$ cat config.mk
export PLATFORM = sky130hd
export DESIGN_NAME = rsc_reset_ctrl
export DESIGN_NICKNAME = d
export VERILOG_FILES = /design/src/rtl/rsc_pkg.sv /design/src/rtl/rsc_pin_filter.sv /design/src/rtl/rsc_pulse_gen.sv /design/src/rtl/rsc_limp_ctrl.sv /design/src/rtl/rsc_reset_ctrl.sv
export SDC_FILE = /design/constraint.sdc
export NUM_CORES = 1
export LEC_CHECK = 0
export BUFFER_PORTS_ARGS = -buffer_cell sky130_fd_sc_hd__buf_2
export CORE_ASPECT_RATIO = 0.8
export CORE_MARGIN = 2
export CORE_UTILIZATION = 30
export CTS_CLUSTER_DIAMETER = 50
export DETAILED_ROUTE_END_ITERATION = 7
export PLACE_DENSITY = 0.58
export SYNTH_ARGS = -nofsm -noshare
export SYNTH_HDL_FRONTEND = slang
export SYNTH_SLANG_ARGS = --single-unit
$ cat constraint.sdc
create_clock -name clk_i -period 2.5 [get_ports clk_i]
set_clock_uncertainty 0.1 [all_clocks]
set_input_delay 0.25 -clock clk_i [delete_from_list [all_inputs] [get_ports clk_i]]
set_output_delay 0.25 -clock clk_i [all_outputs]
set_load 0.02 [all_outputs]
$ cat src/rtl/rsc_pkg.sv
package rsc_pkg;
  typedef enum logic {PW_SHORT = 1'b0, PW_LONG = 1'b1} pulse_w_e;

  function automatic logic sleep_refused(logic int_low, logic wake_pend, logic [2:0] wake_en);
    return int_low | wake_pend | (wake_en == 3'b000);
  endfunction
endpackage

$ cat src/rtl/rsc_pin_filter.sv
module rsc_pin_filter #(
  parameter int FLT_CYCLES = 200
) (
  input  logic clk_i,
  input  logic rst_ni,
  input  logic pin_i,
  input  logic mask_i,
  output logic evt_o,
  output logic hold_o
);
  localparam int CW = (FLT_CYCLES > 2) ? $clog2(FLT_CYCLES) : 1;
  localparam logic [CW-1:0] CMAX = CW'(FLT_CYCLES - 1);

  logic [CW-1:0] cnt_q;
  logic          hold_q;
  logic          low;

  assign low   = ~pin_i & ~mask_i;
  assign evt_o = low & (cnt_q == CMAX) & ~hold_q;
  assign hold_o = hold_q;

  always_ff @(posedge clk_i or negedge rst_ni) begin
    if (!rst_ni) begin
      cnt_q  <= '0;
      hold_q <= 1'b0;
    end else begin
      if (!low)               cnt_q <= '0;
      else if (cnt_q != CMAX) cnt_q <= cnt_q + 1'b1;
      if (pin_i)              hold_q <= 1'b0;
      else if (evt_o)         hold_q <= 1'b1;
    end
  end


  ext_low_seen_chk: assert property (@(posedge clk_i) disable iff (!rst_ni)
    evt_o |-> $past(~pin_i & ~mask_i));

  ext_once_chk: assert property (@(posedge clk_i) disable iff (!rst_ni)
    evt_o |=> !evt_o);
endmodule

$ cat src/rtl/rsc_pulse_gen.sv
module rsc_pulse_gen
  import rsc_pkg::*;
#(
  parameter int TICK_DIV    = 50000,
  parameter int SHORT_TICKS = 1,
  parameter int LONG_TICKS  = 20
) (
  input  logic     clk_i,
  input  logic     rst_ni,
  input  logic     load_i,
  input  pulse_w_e wsel_i,
  output logic     busy_o
);
  localparam int RW = $clog2(LONG_TICKS + 1);
  localparam logic [RW-1:0] W_SHORT = RW'(SHORT_TICKS);
  localparam logic [RW-1:0] W_LONG  = RW'(LONG_TICKS);

  logic [RW-1:0] rem_q;
  logic          tick;

  assign busy_o = (rem_q != '0);

  generate
    if (TICK_DIV <= 1) begin : g_nodiv
      assign tick = 1'b1;
    end else begin : g_div
      localparam int DW = $clog2(TICK_DIV);
      logic [DW-1:0] div_q;
      assign tick = (div_q == DW'(TICK_DIV - 1));
      always_ff @(posedge clk_i or negedge rst_ni) begin
        if (!rst_ni)               div_q <= '0;
        else if (load_i || !busy_o) div_q <= '0;
        else if (tick)             div_q <= '0;
        else                       div_q <= div_q + 1'b1;
      end
    end
  endgenerate

  always_ff @(posedge clk_i or negedge rst_ni) begin
    if (!rst_ni)            rem_q <= '0;
    else if (load_i)        rem_q <= (wsel_i == PW_LONG) ? W_LONG : W_SHORT;
    else if (busy_o && tick) rem_q <= rem_q - 1'b1;
  end


  pulse_start_chk: assert property (@(posedge clk_i) disable iff (!rst_ni)
    load_i |=> busy_o);

  pulse_end_chk: assert property (@(posedge clk_i) disable iff (!rst_ni)
    $fell(busy_o) |-> !$past(load_i));
endmodule

$ cat src/rtl/rsc_limp_ctrl.sv
module rsc_limp_ctrl (
  input  logic clk_i,
  input  logic rst_ni,
  input  logic evt_i,
  input  logic warn_clr_i,
  input  logic force_i,
  input  logic ctrl_clr_i,
  output logic warn_o,
  output logic ctrl_o
);
  logic warn_q, ctrl_q;

  always_ff @(posedge clk_i or negedge rst_ni) begin
    if (!rst_ni) begin
      warn_q <= 1'b0;
      ctrl_q <= 1'b0;
    end else begin
      if (evt_i)           warn_q <= 1'b1;
      else if (warn_clr_i) warn_q <= 1'b0;
      if (force_i || (evt_i && warn_q)) ctrl_q <= 1'b1;
      else if (ctrl_clr_i)               ctrl_q <= 1'b0;
    end
  end

  assign warn_o = warn_q;
  assign ctrl_o = ctrl_q;


  warn_set_chk: assert property (@(posedge clk_i) disable iff (!rst_ni)
    evt_i |=> warn_o);

  second_rst_chk: assert property (@(posedge clk_i) disable iff (!rst_ni)
    (evt_i && warn_o) |=> ctrl_o);

  otp_hold_chk: assert property (@(posedge clk_i) disable iff (!rst_ni)
    force_i |=> ctrl_o);

  ctrl_release_chk: assert property (@(posedge clk_i) disable iff (!rst_ni)
    $fell(ctrl_o) |-> ($past(ctrl_clr_i) && !$past(force_i)));
endmodule

$ cat src/rtl/rsc_reset_ctrl.sv
module rsc_reset_ctrl
  import rsc_pkg::*;
#(
  parameter int TICK_DIV    = 50000,
  parameter int FLT_CYCLES  = 200,
  parameter int SHORT_TICKS = 1,
  parameter int LONG_TICKS  = 20
) (
  input  logic       clk_i,
  input  logic       rst_ni,
  input  logic       rst_pin_i,
  output logic       rst_pin_drv_o,
  input  logic       wdg_rst_i,
  input  logic       uv_i,
  input  logic       pon_evt_i,
  input  logic       otp_exit_i,
  input  logic       otp_mode_i,
  input  logic       swr_i,
  input  logic       sleep_req_i,
  input  logic       int_low_i,
  input  logic       wake_pend_i,
  input  logic [2:0] wake_en_i,
  input  logic       strap_short_i,
  input  logic       en_ctrl_i,
  input  logic [1:0] mode_i,
  input  logic       lhw_clr_i,
  input  logic       lhc_clr_i,
  output logic       en_o,
  output logic       limp_no,
  output logic       lhw_o,
  output logic       lhc_o
);
  logic     uv_q, uv_rise;
  logic     sleep_fault, long_evt, short_evt, load, sys_evt;
  logic     ext_evt, ext_hold, busy;
  pulse_w_e wsel;

  always_ff @(posedge clk_i or negedge rst_ni) begin
    if (!rst_ni) uv_q <= 1'b0;
    else         uv_q <= uv_i;
  end

  assign uv_rise     = uv_i & ~uv_q;
  assign sleep_fault = sleep_req_i & sleep_refused(int_low_i, wake_pend_i, wake_en_i);
  assign long_evt    = uv_rise | pon_evt_i | otp_exit_i;
  assign short_evt   = wdg_rst_i | swr_i | sleep_fault;
  assign load        = long_evt | short_evt;
  assign wsel        = (long_evt && !strap_short_i) ? PW_LONG : PW_SHORT;
  assign sys_evt     = load | ext_evt;

  rsc_pin_filter #(.FLT_CYCLES(FLT_CYCLES)) i_filter (
    .clk_i  (clk_i),
    .rst_ni (rst_ni),
    .pin_i  (rst_pin_i),
    .mask_i (busy),
    .evt_o  (ext_evt),
    .hold_o (ext_hold)
  );

  rsc_pulse_gen #(
    .TICK_DIV   (TICK_DIV),
    .SHORT_TICKS(SHORT_TICKS),
    .LONG_TICKS (LONG_TICKS)
  ) i_pulse (
    .clk_i  (clk_i),
    .rst_ni (rst_ni),
    .load_i (load),
    .wsel_i (wsel),
    .busy_o (busy)
  );

  rsc_limp_ctrl i_limp (
    .clk_i      (clk_i),
    .rst_ni     (rst_ni),
    .evt_i      (sys_evt),
    .warn_clr_i (lhw_clr_i),
    .force_i    (otp_mode_i),
    .ctrl_clr_i (lhc_clr_i),
    .warn_o     (lhw_o),
    .ctrl_o     (lhc_o)
  );

  assign rst_pin_drv_o = busy;
  assign en_o          = en_ctrl_i & mode_i[1] & ~busy & ~ext_hold;
  assign limp_no       = ~lhc_o;


  en_after_evt_chk: assert property (@(posedge clk_i) disable iff (!rst_ni)
    sys_evt |=> !en_o);

  sleep_ok_chk: assert property (@(posedge clk_i) disable iff (!rst_ni)
    (sleep_req_i && !int_low_i && !wake_pend_i && (wake_en_i != 3'b000)
     && !wdg_rst_i && !swr_i && !pon_evt_i && !otp_exit_i && !uv_rise && !rst_pin_drv_o)
    |=> !rst_pin_drv_o);
endmodule

Word-level counts from Yosys, hierarchy flattened
Index checks and enable logic that the tools add are counted.

operators by class
  add/sub/neg operators = 3
  equal/unequal tests = 4
  mux-type cells = 14
  bitwise operators = 21
  reductions and logical operators = 13

operators by type and width
  kind                                              number
  2-to-1 mux 16 bit                                 2
  adder 16 x 1 -> 16 bit, second input constant     1
  == test 16 bit, second input constant             1
  2-to-1 mux 8 bit                                  2
  2-to-1 mux 5 bit                                  3
  adder 8 x 1 -> 8 bit, second input constant       1
  bitwise AND 1 bit                                 8
  == test 8 bit, second input constant              1
  != test 8 bit, second input constant              1
  OR 1 bit                                          8
  nonzero test 2 bit                                4
  2-to-1 mux 1 bit                                  7
  NOT 1 bit                                         5
  nonzero test 5 bit                                1
  subtractor 5 x 1 -> 5 bit, second input constant  1
  logical AND 1 bit                                 3
  logical NOT 3 bit                                 1
  logical NOT 1 bit                                 2
  logical OR 1 bit                                  2
  != test 2 bit, second input constant              1

word-level totals
  register bits after elaboration = 33
  output and inout port bits = 5

Longest topological paths before layout
  word-level depth = 9
  gate-level depth with buffers = 7
  gate-level depth less buffers = 6

Hierarchy
Synthesis repeated with hierarchy kept, for this count alone.

second synthesis, totals
  cell total of the unflattened synthesis = 178
  area total of the unflattened synthesis = 1685.4 sq um

by module, submodules not included
  module          times used  cells an instance  area an instance (sq um)  sequential area each (sq um)
  rsc_pulse_gen   1           113                1082.3                    525.5
  rsc_pin_filter  1           46                 439.2                     225.2
  rsc_reset_ctrl  1           12                 87.6                      25.0
  rsc_limp_ctrl   1           7                  76.3                      50.0

Worst setup path before layout
OpenSTA, ideal clock, no wires.

  path kind = register to output
  start = reg i_pulse.rem_q[0]
  end = out en_o
  arrival time = 1784 ps
  required time = 2150 ps
  path slack = 366 ps
  cell stages (with the launch flop) = 6
  cell sequence = dfrtp_1 -> inv_1 -> ha_1 -> nor4b_4 -> clkinv_1 -> nor3_1

between the ends
  cells in the longest elaborated chain, start to end = 4

RTL lines
  what                            RTL line              source
  from (decl)                     rsc_pulse_gen.sv:18   logic [RW-1:0] rem_q;
  from (signal assigned)          rsc_pulse_gen.sv:41   else if (load_i) rem_q <= (wsel_i == PW_LONG) ? W_LONG : W_SHORT;
  from (signal assigned)          rsc_pulse_gen.sv:42   else if (busy_o && tick) rem_q <= rem_q - 1'b1;
  nonzero test 5 bit              rsc_pulse_gen.sv:21   assign busy_o = (rem_q != '0);
  named net rst_pin_drv_o         rsc_reset_ctrl.sv:12  output logic rst_pin_drv_o,
  NOT 1 bit                       rsc_reset_ctrl.sv:84  assign en_o = en_ctrl_i & mode_i[1] & ~busy & ~ext_hold;
  bitwise AND 1 bit (2 in a row)  rsc_reset_ctrl.sv:84
  to (decl)                       rsc_reset_ctrl.sv:28  output logic en_o,

The timed path passes the listed nets, and every way through them passes these cells.

Final worst setup path
  start = reg i_pulse.rem_q[0]
  end = out en_o

between the ends
  cells in the longest elaborated chain, start to end = 4

RTL lines
  what                            RTL line
  nonzero test 5 bit              rsc_pulse_gen.sv:21
  NOT 1 bit                       rsc_reset_ctrl.sv:84
  bitwise AND 1 bit (2 in a row)  rsc_reset_ctrl.sv:84

Every way passes these cells.

==> metrics.txt <==
outcome finished, final reports clean; RSZ-0062 raised after global routing no; share of cells above drive strength 1 0.199; total congestion overflow 0; Initial Util 0.317; final wirelength approximately 3600 um; DP HPWL 2490 um; sequential-to-total area share from yosys stat 0.468; DR pass1 iterations 4; DIE WIDTH 89.7 um; die height about 73 um; first-pass GRT wire length 6190 um; vias in the first global route 1291; Slew HR 0.504; Max Root-Sink Buffers 2; Yosys reg bits 33; Die Area 0.00651 mm2; core area 0.00556 mm2; H-tree depth 2; initial antenna violation count 0; Vias/cell 4.82; Worst-path clk slew 70 ps; worst slack, placed 472 ps; final non-filler cell total 284; Avg Cell Area, Syn 10.0 um2; Post-Syn Nets 201; Hold Path Depth 2; Syn. warnings 0; Post-Route Utilization 0.371; Lkg Pwr approximately 0.86 nW; All-Layer GR Usage 0.121; final hold vios 0; Peak VDD IR 0.231 mV; Layout Area Growth over Synthesis 16.9%; DRT antenna net count 0; ys flop type dfrtp_1; crit path kind reg2out; Post-Place Cells 275; # diodes 0; Post-route DRC 0; Post-Syn Instances 176; Tightest Pin Transition 744 ps; Row Count 24; via count between 1000 and 1500; post-route clock period utilization 0.859; final setup violation count 0; fin worst setup slack 352 ps; Setup crit start kind flop; CP arrival 1800 ps; Num CTS Buffers 5; Synth async-reset ratio 1.00; Max-Cap Viols 0; Final Slew Violations 0; CTS tree done; area of the multi-input gates 870 um2; Post-synth EDFFs 0; Ports 26; layout filler cell count 564; worst-skew pair later-pin latency 280 ps; setup tns final 0 ps; largest net degree at the start of global routing 34; Cell Area, Synth 0.00176 mm2; fin nets 231; clock root buffer clkbuf_8; Min-Delay Path Class in2reg; post-route minimum period 2150 ps; Pwr Density 499 mW/mm2; worst reg2reg path depth 6; # port buffers 24; library cells used by synthesis 38; Tot Pwr 1.03 mW; Critical Path RT 2150 ps; Seq. cell area 826 um2; Max FO, Critical Path 8; hold_ws 23.4 ps; First DRT Iteration DRCs 63; Clock Sinks 33; RePlAce Congestion ~0.77; wire length per cell 12.5 um; fin area 0.00206 mm2; FMAX 466 MHz; endpoint type of the worst setup path primary output; Cell Area, Placed approximately 0.0020 mm2
==> cell type report <==
type                       instances  share of cell area
multi-input combinational        129               0.422
sequential                        33               0.401
timing repair buffer              26              0.0680
tap                               78              0.0474
clock buffer                       7              0.0419
inverter                          11              0.0200
==> Yosys cell counts, drive strengths merged, types with 2 or more instances <==
cell type / instances / area share
dfrtp: 33 / 0.47
nor2: 30 / 0.064
nand3: 13 / 0.037
xnor2: 13 / 0.065
inv: 10 / 0.021
nor3: 10 / 0.028
nand2: 8 / 0.017
xor2: 7 / 0.035
nand4: 5 / 0.025
nor4: 5 / 0.018
and3: 4 / 0.015
ha: 4 / 0.028
a21oi: 3 / 0.0085
a311oi: 3 / 0.015
a31oi: 3 / 0.011
nor4b: 3 / 0.023
a21o: 2 / 0.0092
buf: 2 / 0.013
mux2i: 2 / 0.011
nand2b: 2 / 0.0071
==> timing repair <==
item | in CTS | in global routing
setup endpoints to repair | 0 | 1
gates resized for setup | 0 | 1
setup buffers | 0 | 0
hold buffers | 2 | 0
hold endpoints to repair | 34 | 0
==> kinds of logic (layout without fill, tap and decap cells) <==
family / count (synthesis) / count (layout) / synth area share
buffers and inverters: 14 / 44 / 0.0383
muxes: 2 / 2 / 0.0114
DFF: 33 / 33 / 0.468
adders and majority gates: 4 / 4 / 0.0284
and+or+nand+nor: 88 / 88 / 0.275
xor gates and xnor gates: 20 / 20 / 0.0994
AOI/OAI and AO/OA: 15 / 15 / 0.0788
==> placed cells by master (no fill, tap or decap), types with 2 or more instances in the layout <==
master / Yosys / layout
nor4_1: 5 / 5
nand4_1: 3 / 3
xnor2_1: 13 / 13
xor2_1: 7 / 7
nor2_1: 30 / 30
mux2i_1: 2 / 2
inv_1: 10 / 10
nand3_1: 13 / 13
a31oi_1: 3 / 3
nand2_1: 8 / 8
dlygate4sd3_1: 0 / 2
a21oi_1: 3 / 3
nand2b_1: 2 / 2
a311oi_1: 3 / 3
ha_1: 4 / 4
nand4_2: 2 / 2
nor3_1: 10 / 10
and3_1: 3 / 3
buf_2: 0 / 24
dfrtp_1: 33 / 33
clkbuf_8: 0 / 6
nor4b_1: 2 / 2
==> registers in the layout (all words and copies together) (netlist names) <==
signal / count
i_pulse.g_div.div_q: 16
i_filter.hold_o: 1
i_limp.ctrl_o: 1
uv_q: 1
i_pulse.rem_q: 5
i_limp.warn_o: 1
i_filter.cnt_q: 8
==> critical path: stages (launching register included) <==
cell and delay, ps:
dfrtp_1 390, inv_1 100, ha_1 160, nor4b_4 350, inv_2 150, nor3_1 180
buf_2 190
==> worst paths after layout <==
path / to / slack, ps / start
hold / removal: i_filter.hold_o$_DFFE_PN0P_ / 20 / rst_pin_i
min in group asynchronous: i_pulse.g_div.div_q[9]$_DFF_PN0_ / 470 / rst_ni
setup / recovery: en_o / 350 / i_pulse.rem_q[0]$_DFFE_PN0P_
max in group asynchronous: i_pulse.g_div.div_q[3]$_DFF_PN0_ / 1340 / rst_ni
setup reg to reg: i_limp.ctrl_o$_DFFE_PN0P_ / 470 / i_pulse.rem_q[0]$_DFFE_PN0P_
hold reg to reg: i_pulse.g_div.div_q[0]$_DFF_PN0_ / 400 / i_pulse.g_div.div_q[0]$_DFF_PN0_
==> report_power, final <==
part | internal (mW) | switching, mW | leakage [nW]
logic | 0.0301 | 0.0446 | 0.374
clock network | 0.218 | 0.189 | 0.0443
registers | 0.540 | 0.00617 | 0.442
total | 0.788 | 0.239 | 0.860
==> routing by layer <==
metal,vias to the layer above,routed length [um],global-route usage
li1,675,-,-
met1,649,1860,0.165
met2,37,1440,0.176
met3,8,175,0.0343
met4,0,79,0.0615
met5,-,0,0
(Power assumes the default switching activity.)
